File: src/rtl/bmem_pkg.sv
package bmem_pkg;

    typedef enum logic [1:0] {
        MD_DESEL = 2'd0,
        MD_QUIET = 2'd1,
        MD_READ  = 2'd2,
        MD_WRITE = 2'd3
    } bm_mode_e;

    typedef struct packed {
        logic ce_n;
        logic we_n;
        logic oe_n;
        logic none_sel;
    } bm_ctrl_t;

    // Priority: chip select, then write strobe, then output gating.
    function automatic bm_mode_e bm_decode(bm_ctrl_t c);
        if (c.ce_n)
            return MD_DESEL;
        else if (!c.we_n)
            return MD_WRITE;
        else if (c.oe_n || c.none_sel)
            return MD_QUIET;
        else
            return MD_READ;
    endfunction

endpackage

File: src/rtl/bmem_pin_sample.sv
module bmem_pin_sample #(
    parameter int LANES  = 2,
    parameter int LANE_W = 8,
    parameter int ADDR_W = 8
) (
    input  logic                    clk,
    input  logic                    rst,
    input  logic                    ce_n,
    input  logic                    we_n,
    input  logic                    oe_n,
    input  logic [LANES-1:0]        bs_n,
    input  logic [ADDR_W-1:0]       addr,
    input  logic [LANES*LANE_W-1:0] din,
    input  logic                    supply_low,
    output logic                    s_ce_n,
    output logic                    s_we_n,
    output logic                    s_oe_n,
    output logic [LANES-1:0]        s_bs_n,
    output logic [ADDR_W-1:0]       s_addr,
    output logic [LANES*LANE_W-1:0] s_din,
    output logic                    s_low
);

    always_ff @(posedge clk) begin
        if (rst) begin
            s_ce_n <= 1'b1;
            s_we_n <= 1'b1;
            s_oe_n <= 1'b1;
            s_bs_n <= '1;
            s_addr <= '0;
            s_din  <= '0;
            s_low  <= 1'b0;
        end else begin
            s_ce_n <= ce_n;
            s_we_n <= we_n;
            s_oe_n <= oe_n;
            s_bs_n <= bs_n;
            s_addr <= addr;
            s_din  <= din;
            s_low  <= supply_low;
        end
    end

endmodule

File: src/rtl/bmem_write_guard.sv
module bmem_write_guard #(
    parameter int RECOVER_CYC = 100000
) (
    input  logic clk,
    input  logic rst,
    input  logic s_low,
    output logic wr_ok
);

    localparam int CW = $clog2(RECOVER_CYC + 1);
    localparam logic [CW-1:0] RELOAD = CW'(RECOVER_CYC);

    logic [CW-1:0] hold_cnt;

    always_ff @(posedge clk) begin
        if (rst || s_low)
            hold_cnt <= RELOAD;
        else if (hold_cnt != '0)
            hold_cnt <= hold_cnt - 1'b1;
    end

    assign wr_ok = !s_low && (hold_cnt == '0);

endmodule

File: src/rtl/bmem_lane_array.sv
module bmem_lane_array #(
    parameter int LANES  = 2,
    parameter int LANE_W = 8,
    parameter int ADDR_W = 8
) (
    input  logic                    clk,
    input  logic [LANES-1:0]        wr_lane,
    input  logic [ADDR_W-1:0]       addr,
    input  logic [LANES*LANE_W-1:0] wdata,
    output logic [LANES*LANE_W-1:0] rdata
);

    localparam int DEPTH = 1 << ADDR_W;

    for (genvar g = 0; g < LANES; g++) begin : g_lane
        // No reset: contents model nonvolatile storage.
        logic [LANE_W-1:0] mem [DEPTH];

        always_ff @(posedge clk) begin
            if (wr_lane[g])
                mem[addr] <= wdata[g*LANE_W +: LANE_W];
        end

        assign rdata[g*LANE_W +: LANE_W] = mem[addr];
    end

endmodule

File: src/rtl/bmem_lane_drive.sv
module bmem_lane_drive #(
    parameter int LANES  = 2,
    parameter int LANE_W = 8
) (
    input  logic                    clk,
    input  logic                    rst,
    input  logic [LANES-1:0]        rd_lane,
    input  logic [LANES*LANE_W-1:0] rdata,
    output logic [LANES*LANE_W-1:0] dout,
    output logic [LANES-1:0]        dout_en
);

    for (genvar g = 0; g < LANES; g++) begin : g_drv
        always_ff @(posedge clk) begin
            if (rst) begin
                dout_en[g]                <= 1'b0;
                dout[g*LANE_W +: LANE_W] <= '0;
            end else begin
                dout_en[g]                <= rd_lane[g];
                dout[g*LANE_W +: LANE_W] <= rd_lane[g] ? rdata[g*LANE_W +: LANE_W] : '0;
            end
        end
    end

endmodule

File: src/rtl/bytemem_core.sv
module bytemem_core
    import bmem_pkg::*;
#(
    parameter int LANES       = 2,
    parameter int LANE_W      = 8,
    parameter int ADDR_W      = 8,
    parameter int RECOVER_CYC = 100000
) (
    input  logic                    clk,
    input  logic                    rst,
    input  logic                    ce_n,
    input  logic                    we_n,
    input  logic                    oe_n,
    input  logic [LANES-1:0]        bs_n,
    input  logic [ADDR_W-1:0]       addr,
    input  logic [LANES*LANE_W-1:0] din,
    input  logic                    supply_low,
    output logic [LANES*LANE_W-1:0] dout,
    output logic [LANES-1:0]        dout_en
);

    localparam int DW = LANES * LANE_W;

    logic              smp_ce_n, smp_we_n, smp_oe_n, smp_low;
    logic [LANES-1:0]  smp_bs_n;
    logic [ADDR_W-1:0] smp_addr;
    logic [DW-1:0]     smp_din;
    logic              wr_ok;
    bm_ctrl_t          ctrl;
    bm_mode_e          mode;
    logic [LANES-1:0]  lane_sel, wr_lane, rd_lane;
    logic [DW-1:0]     rdata;

    bmem_pin_sample #(.LANES(LANES), .LANE_W(LANE_W), .ADDR_W(ADDR_W)) u_smp (
        .clk(clk), .rst(rst),
        .ce_n(ce_n), .we_n(we_n), .oe_n(oe_n), .bs_n(bs_n),
        .addr(addr), .din(din), .supply_low(supply_low),
        .s_ce_n(smp_ce_n), .s_we_n(smp_we_n), .s_oe_n(smp_oe_n),
        .s_bs_n(smp_bs_n), .s_addr(smp_addr), .s_din(smp_din), .s_low(smp_low)
    );

    bmem_write_guard #(.RECOVER_CYC(RECOVER_CYC)) u_grd (
        .clk(clk), .rst(rst), .s_low(smp_low), .wr_ok(wr_ok)
    );

    always_comb begin
        ctrl.ce_n     = smp_ce_n;
        ctrl.we_n     = smp_we_n;
        ctrl.oe_n     = smp_oe_n;
        ctrl.none_sel = &smp_bs_n;
        mode          = bm_decode(ctrl);
        lane_sel      = ~smp_bs_n;
        wr_lane       = (mode == MD_WRITE && wr_ok) ? lane_sel : '0;
        rd_lane       = (mode == MD_READ) ? lane_sel : '0;
    end

    bmem_lane_array #(.LANES(LANES), .LANE_W(LANE_W), .ADDR_W(ADDR_W)) u_arr (
        .clk(clk), .wr_lane(wr_lane), .addr(smp_addr),
        .wdata(smp_din), .rdata(rdata)
    );

    bmem_lane_drive #(.LANES(LANES), .LANE_W(LANE_W)) u_drv (
        .clk(clk), .rst(rst), .rd_lane(rd_lane), .rdata(rdata),
        .dout(dout), .dout_en(dout_en)
    );

endmodule

File: config.mk
export PLATFORM = sky130hd
export DESIGN_NAME = bytemem_core
export DESIGN_NICKNAME = d
export VERILOG_FILES = /design/src/rtl/bmem_pkg.sv /design/src/rtl/bmem_pin_sample.sv /design/src/rtl/bmem_write_guard.sv /design/src/rtl/bmem_lane_array.sv /design/src/rtl/bmem_lane_drive.sv /design/src/rtl/bytemem_core.sv
export SDC_FILE = /design/constraint.sdc
export NUM_CORES = 2
export LEC_CHECK = 0
export CAP_MARGIN = 20
export CORE_MARGIN = 1.5
export CORE_UTILIZATION = 44
export CTS_BUF_LIST = sky130_fd_sc_hd__clkbuf_16
export DETAILED_ROUTE_END_ITERATION = 12
export SYNTH_ARGS = -nofsm -noshare
export SYNTH_HDL_FRONTEND = slang
export SYNTH_SLANG_ARGS = --single-unit
File: constraint.sdc
create_clock -name clk -period 10.6 [get_ports clk]
set_clock_uncertainty 0.1 [all_clocks]
set_input_delay 2.12 -clock clk [delete_from_list [all_inputs] [get_ports clk]]
set_output_delay 2.12 -clock clk [all_outputs]
set_load 0.05 [all_outputs]
==> flow_summary.toml <==
[synth]
syn-num-nets = 7704
synth_top_area_cell = "edfxtp_1"
ys_warn_count = 0
synthFlopType = "edfxtp_1"
synth.distinct_cells = 68
ys_async_sr_fraction_pct = 0
synthCells = 7670
netlist.area_leader.share_pct = 76.6
syn_area_um2 = 161000
synth-edff-count = 4096
syn_avg_cell_area_um2 = 20.9
synth_seq_area_share_pct = 77.4
synth_seq_cells = 4161
ys_top_cells_by_area = "edfxtp_1 (77%), mux4_2 (12%), mux2i_1 (2.7%)"

[routing]
wl_per_cell_um = 31.9
drt_iter0_drc = 9127
drc = 0
via_per_inst = 6.05
finalWirelength_um = 415000
vias = 78700
first_pass_iters = 6
drtAntennaViolNets = 0

[cts]
ctsHoldBuffers = 0
clock-sinks = 4161
htree_levels = 5
post_cts_buffers = 0
cts.root.buffer_cell = "clkbuf_16"
cts.path.max_buffers = 4
cts_made_buffers = 417
cts.reportedPaths.clkPinSlew_ps = 60
clock_latency_ps = 980
cts_tree = "done"
cts_resized = 0

[job]
max_cap_violations = 0

[grt]
grt.total_usage_pct = 22.3
grt_pass1_wl_um = 591000
grt_pass1_vias = 79200
grt_max_degree = 209
overflow = 0
antenna_found_initial = 11

[die]
die_h_um = 607
die_w_um = 607
core_area_um2 = 363000
pin_count = 50
dieArea_um2 = 368000
start_util_pct = 44.2
num_rows = 221

[sta]
layout_min_cycle_time_ps = 5190
fin_crit_sh_pct = 48.9
max_freq_mhz = 193
slew_headroom_pct = 19.2
hold_slack_ps = 391
setup_viol = 0
hold_viol = 0
rsz0062_at_grt = "false"
worst_slack_ps = 5410
tightest_slew_ps = 1210
finalMaxSlewViolations = 0
tns_ps = 0

[worst_setup_path]
arrival_ps = 5900
crit_fanout = 112
critical_path_class = "reg2reg"
crit_required_ps = 11320
endpoint_kind = "flop"
setup.worst_path.start_class = "flop"

[place]
pre_cts_ws_ps = 5430
port_buffers = 49
dp_hpwl_um = 251000
gp_congestion = 0.869

[power]
seqPwrFrac_pct = 53.3
p_sw_uw = 7280
swShare_pct = 21.4
p_comb_share_pct = 3.9
p_per_area_nw_per_um2 = 189
p_clk_share_pct = 42.8
p_int_uw = 26800
finalPower_uw = 34000
ir_drop_mv = 0.141
p_leak_uw = 0.0493

[cells_and_area]
fin_nets = 7876
seqCellArea_um2 = 124000
multiInputGateArea_um2 = 34000
area_growth_pct = 12.1
drive_gt1_share_pct = 21.4
fill_cells = 28900

[status]
outcome = "finished, final reports clean"

[hold_path]
hp-class = "reg2reg"
-- synth_stat cells, types with 6 or more instances --
| master | instances |
|---|---|
| a221oi_1 | 26 |
| nor2b_1 | 51 |
| o211ai_1 | 18 |
| o22a_1 | 8 |
| a22o_1 | 25 |
| xnor2_1 | 7 |
| and3_1 | 13 |
| nand2_1 | 71 |
| nand3_2 | 10 |
| o31ai_1 | 9 |
| or4_1 | 16 |
| buf_6 | 23 |
| o2111ai_1 | 7 |
| a31oi_1 | 8 |
| a22oi_1 | 308 |
| or2_2 | 7 |
| buf_2 | 192 |
| nand4_1 | 57 |
| buf_1 | 42 |
| dfxtp_1 | 65 |
| nor3_1 | 32 |
| a21oi_1 | 54 |
| mux2i_1 | 430 |
| nor2_1 | 592 |
| mux4_2 | 862 |
| nand3_4 | 9 |
| nand2b_1 | 6 |
| nand3_1 | 109 |
| a222oi_1 | 7 |
| o21ai_0 | 100 |
| a211oi_1 | 33 |
| nor4_1 | 11 |
| clkbuf_1 | 153 |
| mux2_2 | 48 |
| o22ai_1 | 52 |
| edfxtp_1 | 4096 |
| a311o_1 | 7 |
| buf_4 | 50 |
-- final timing paths --
check | from | to | slack, ps | cells after the start
worst max-delay path | u_smp.s_addr[1]$_SDFF_PP0_ | u_drv.dout[1]$_SDFF_PP0_ | 5410 | 9
worst min-delay path | u_grd.hold_cnt[16]$_SDFFE_PP1P_ | u_grd.hold_cnt[16]$_SDFFE_PP1P_ | 390 | 1
worst max register to register | u_smp.s_addr[1]$_SDFF_PP0_ | u_drv.dout[1]$_SDFF_PP0_ | 5410 | 9
worst min register to register | u_grd.hold_cnt[16]$_SDFFE_PP1P_ | u_grd.hold_cnt[16]$_SDFFE_PP1P_ | 390 | 1
-- cell type report --
cell class | instances | share of cell area (%)
multi-input cells | 3040 | 18.9
diodes | 10 | 0.0139
well taps | 4794 | 3.33
clock inverters | 357 | 1.62
inverters | 6 | 0.0125
repair buffers | 216 | 1.12
clock buffers | 423 | 5.88
flip-flops and latches | 4161 | 69.1
-- per-stage QoR --
stage	area [um2]	instances	util [%]
2_1_floorplan	161000	7670	-
3_3_place_gp	166000	12200	45.8
3_5_place_dp	166000	12200	45.8
4_1_cts	180000	13000	49.6
5_1_grt	180000	13000	49.6
6_report	180000	13000	49.6
-- layout by cell type, fill, tap and decap left out, types with 26 or more instances in the layout --
cell,n
edfxtp_1,4096
mux4_2,862
nor2_1,586
mux2i_1,430
clkbuf_16,423
a22oi_1,308
buf_4,146
clkinv_1,115
nand3_1,102
o21ai_0,99
inv_1,83
clkinv_2,83
nand2_1,65
nand4_1,57
a21oi_1,54
o22ai_1,52
mux2_2,48
clkdlybuf4s50_1,48
nor2b_1,47
dfxtp_1,43
bufinv_16,41
a211oi_1,33
a221oi_1,26
-- state kept, by name, indices dropped and copies added (netlist names), 2 cells and up --
register	cells
u_drv.dout	16
u_smp.s_din	16
u_grd.hold_cnt	17
u_smp.s_addr	8
u_drv.dout_en	2
u_smp.s_bs_n	2
u_arr.g_lane.mem	4096
-- kinds of logic (layout without fill, tap and decap cells) --
family / after synthesis / in the layout / share of synthesized area, %
other cells: 0 / 10 / 0
buf+inv: 469 / 1002 / 1.49
fa+ha+maj: 2 / 2 / 0.0156
compound gates: 679 / 679 / 2.98
simple gates: 1009 / 1009 / 2.92
mux: 1340 / 1340 / 15.1
xor+xnor: 10 / 10 / 0.0546
flops: 4161 / 4161 / 77.4
-- worst max-delay path: stages, from the launching register on --
cell and delay (ps):
dfxtp_4 820, buf_12 530, buf_12 660, buf_4 590, mux4_2 400, mux2i_1 200
o22ai_1 140, or4_1 670, a222oi_1 400, o211ai_1 170
-- layer usage --
metal	global-route usage (%)	share of wire, %
met1	31.1	41
met2	35.8	48
met3	3.54	7.3
met4	8.08	3.9
met5	0	0
-- power by group through the flow --
stage,Combinational (uW),Clock (uW),Sequential (uW)
3_3_place_gp,1310,0,18500
5_1_grt,1400,15400,18100
2_1_floorplan,727,0,18600
6_report,1330,14600,18100
4_1_cts,1330,14700,18100
3_5_place_dp,1330,0,18500
No activity file was read; power rests on OpenSTA's default activity.
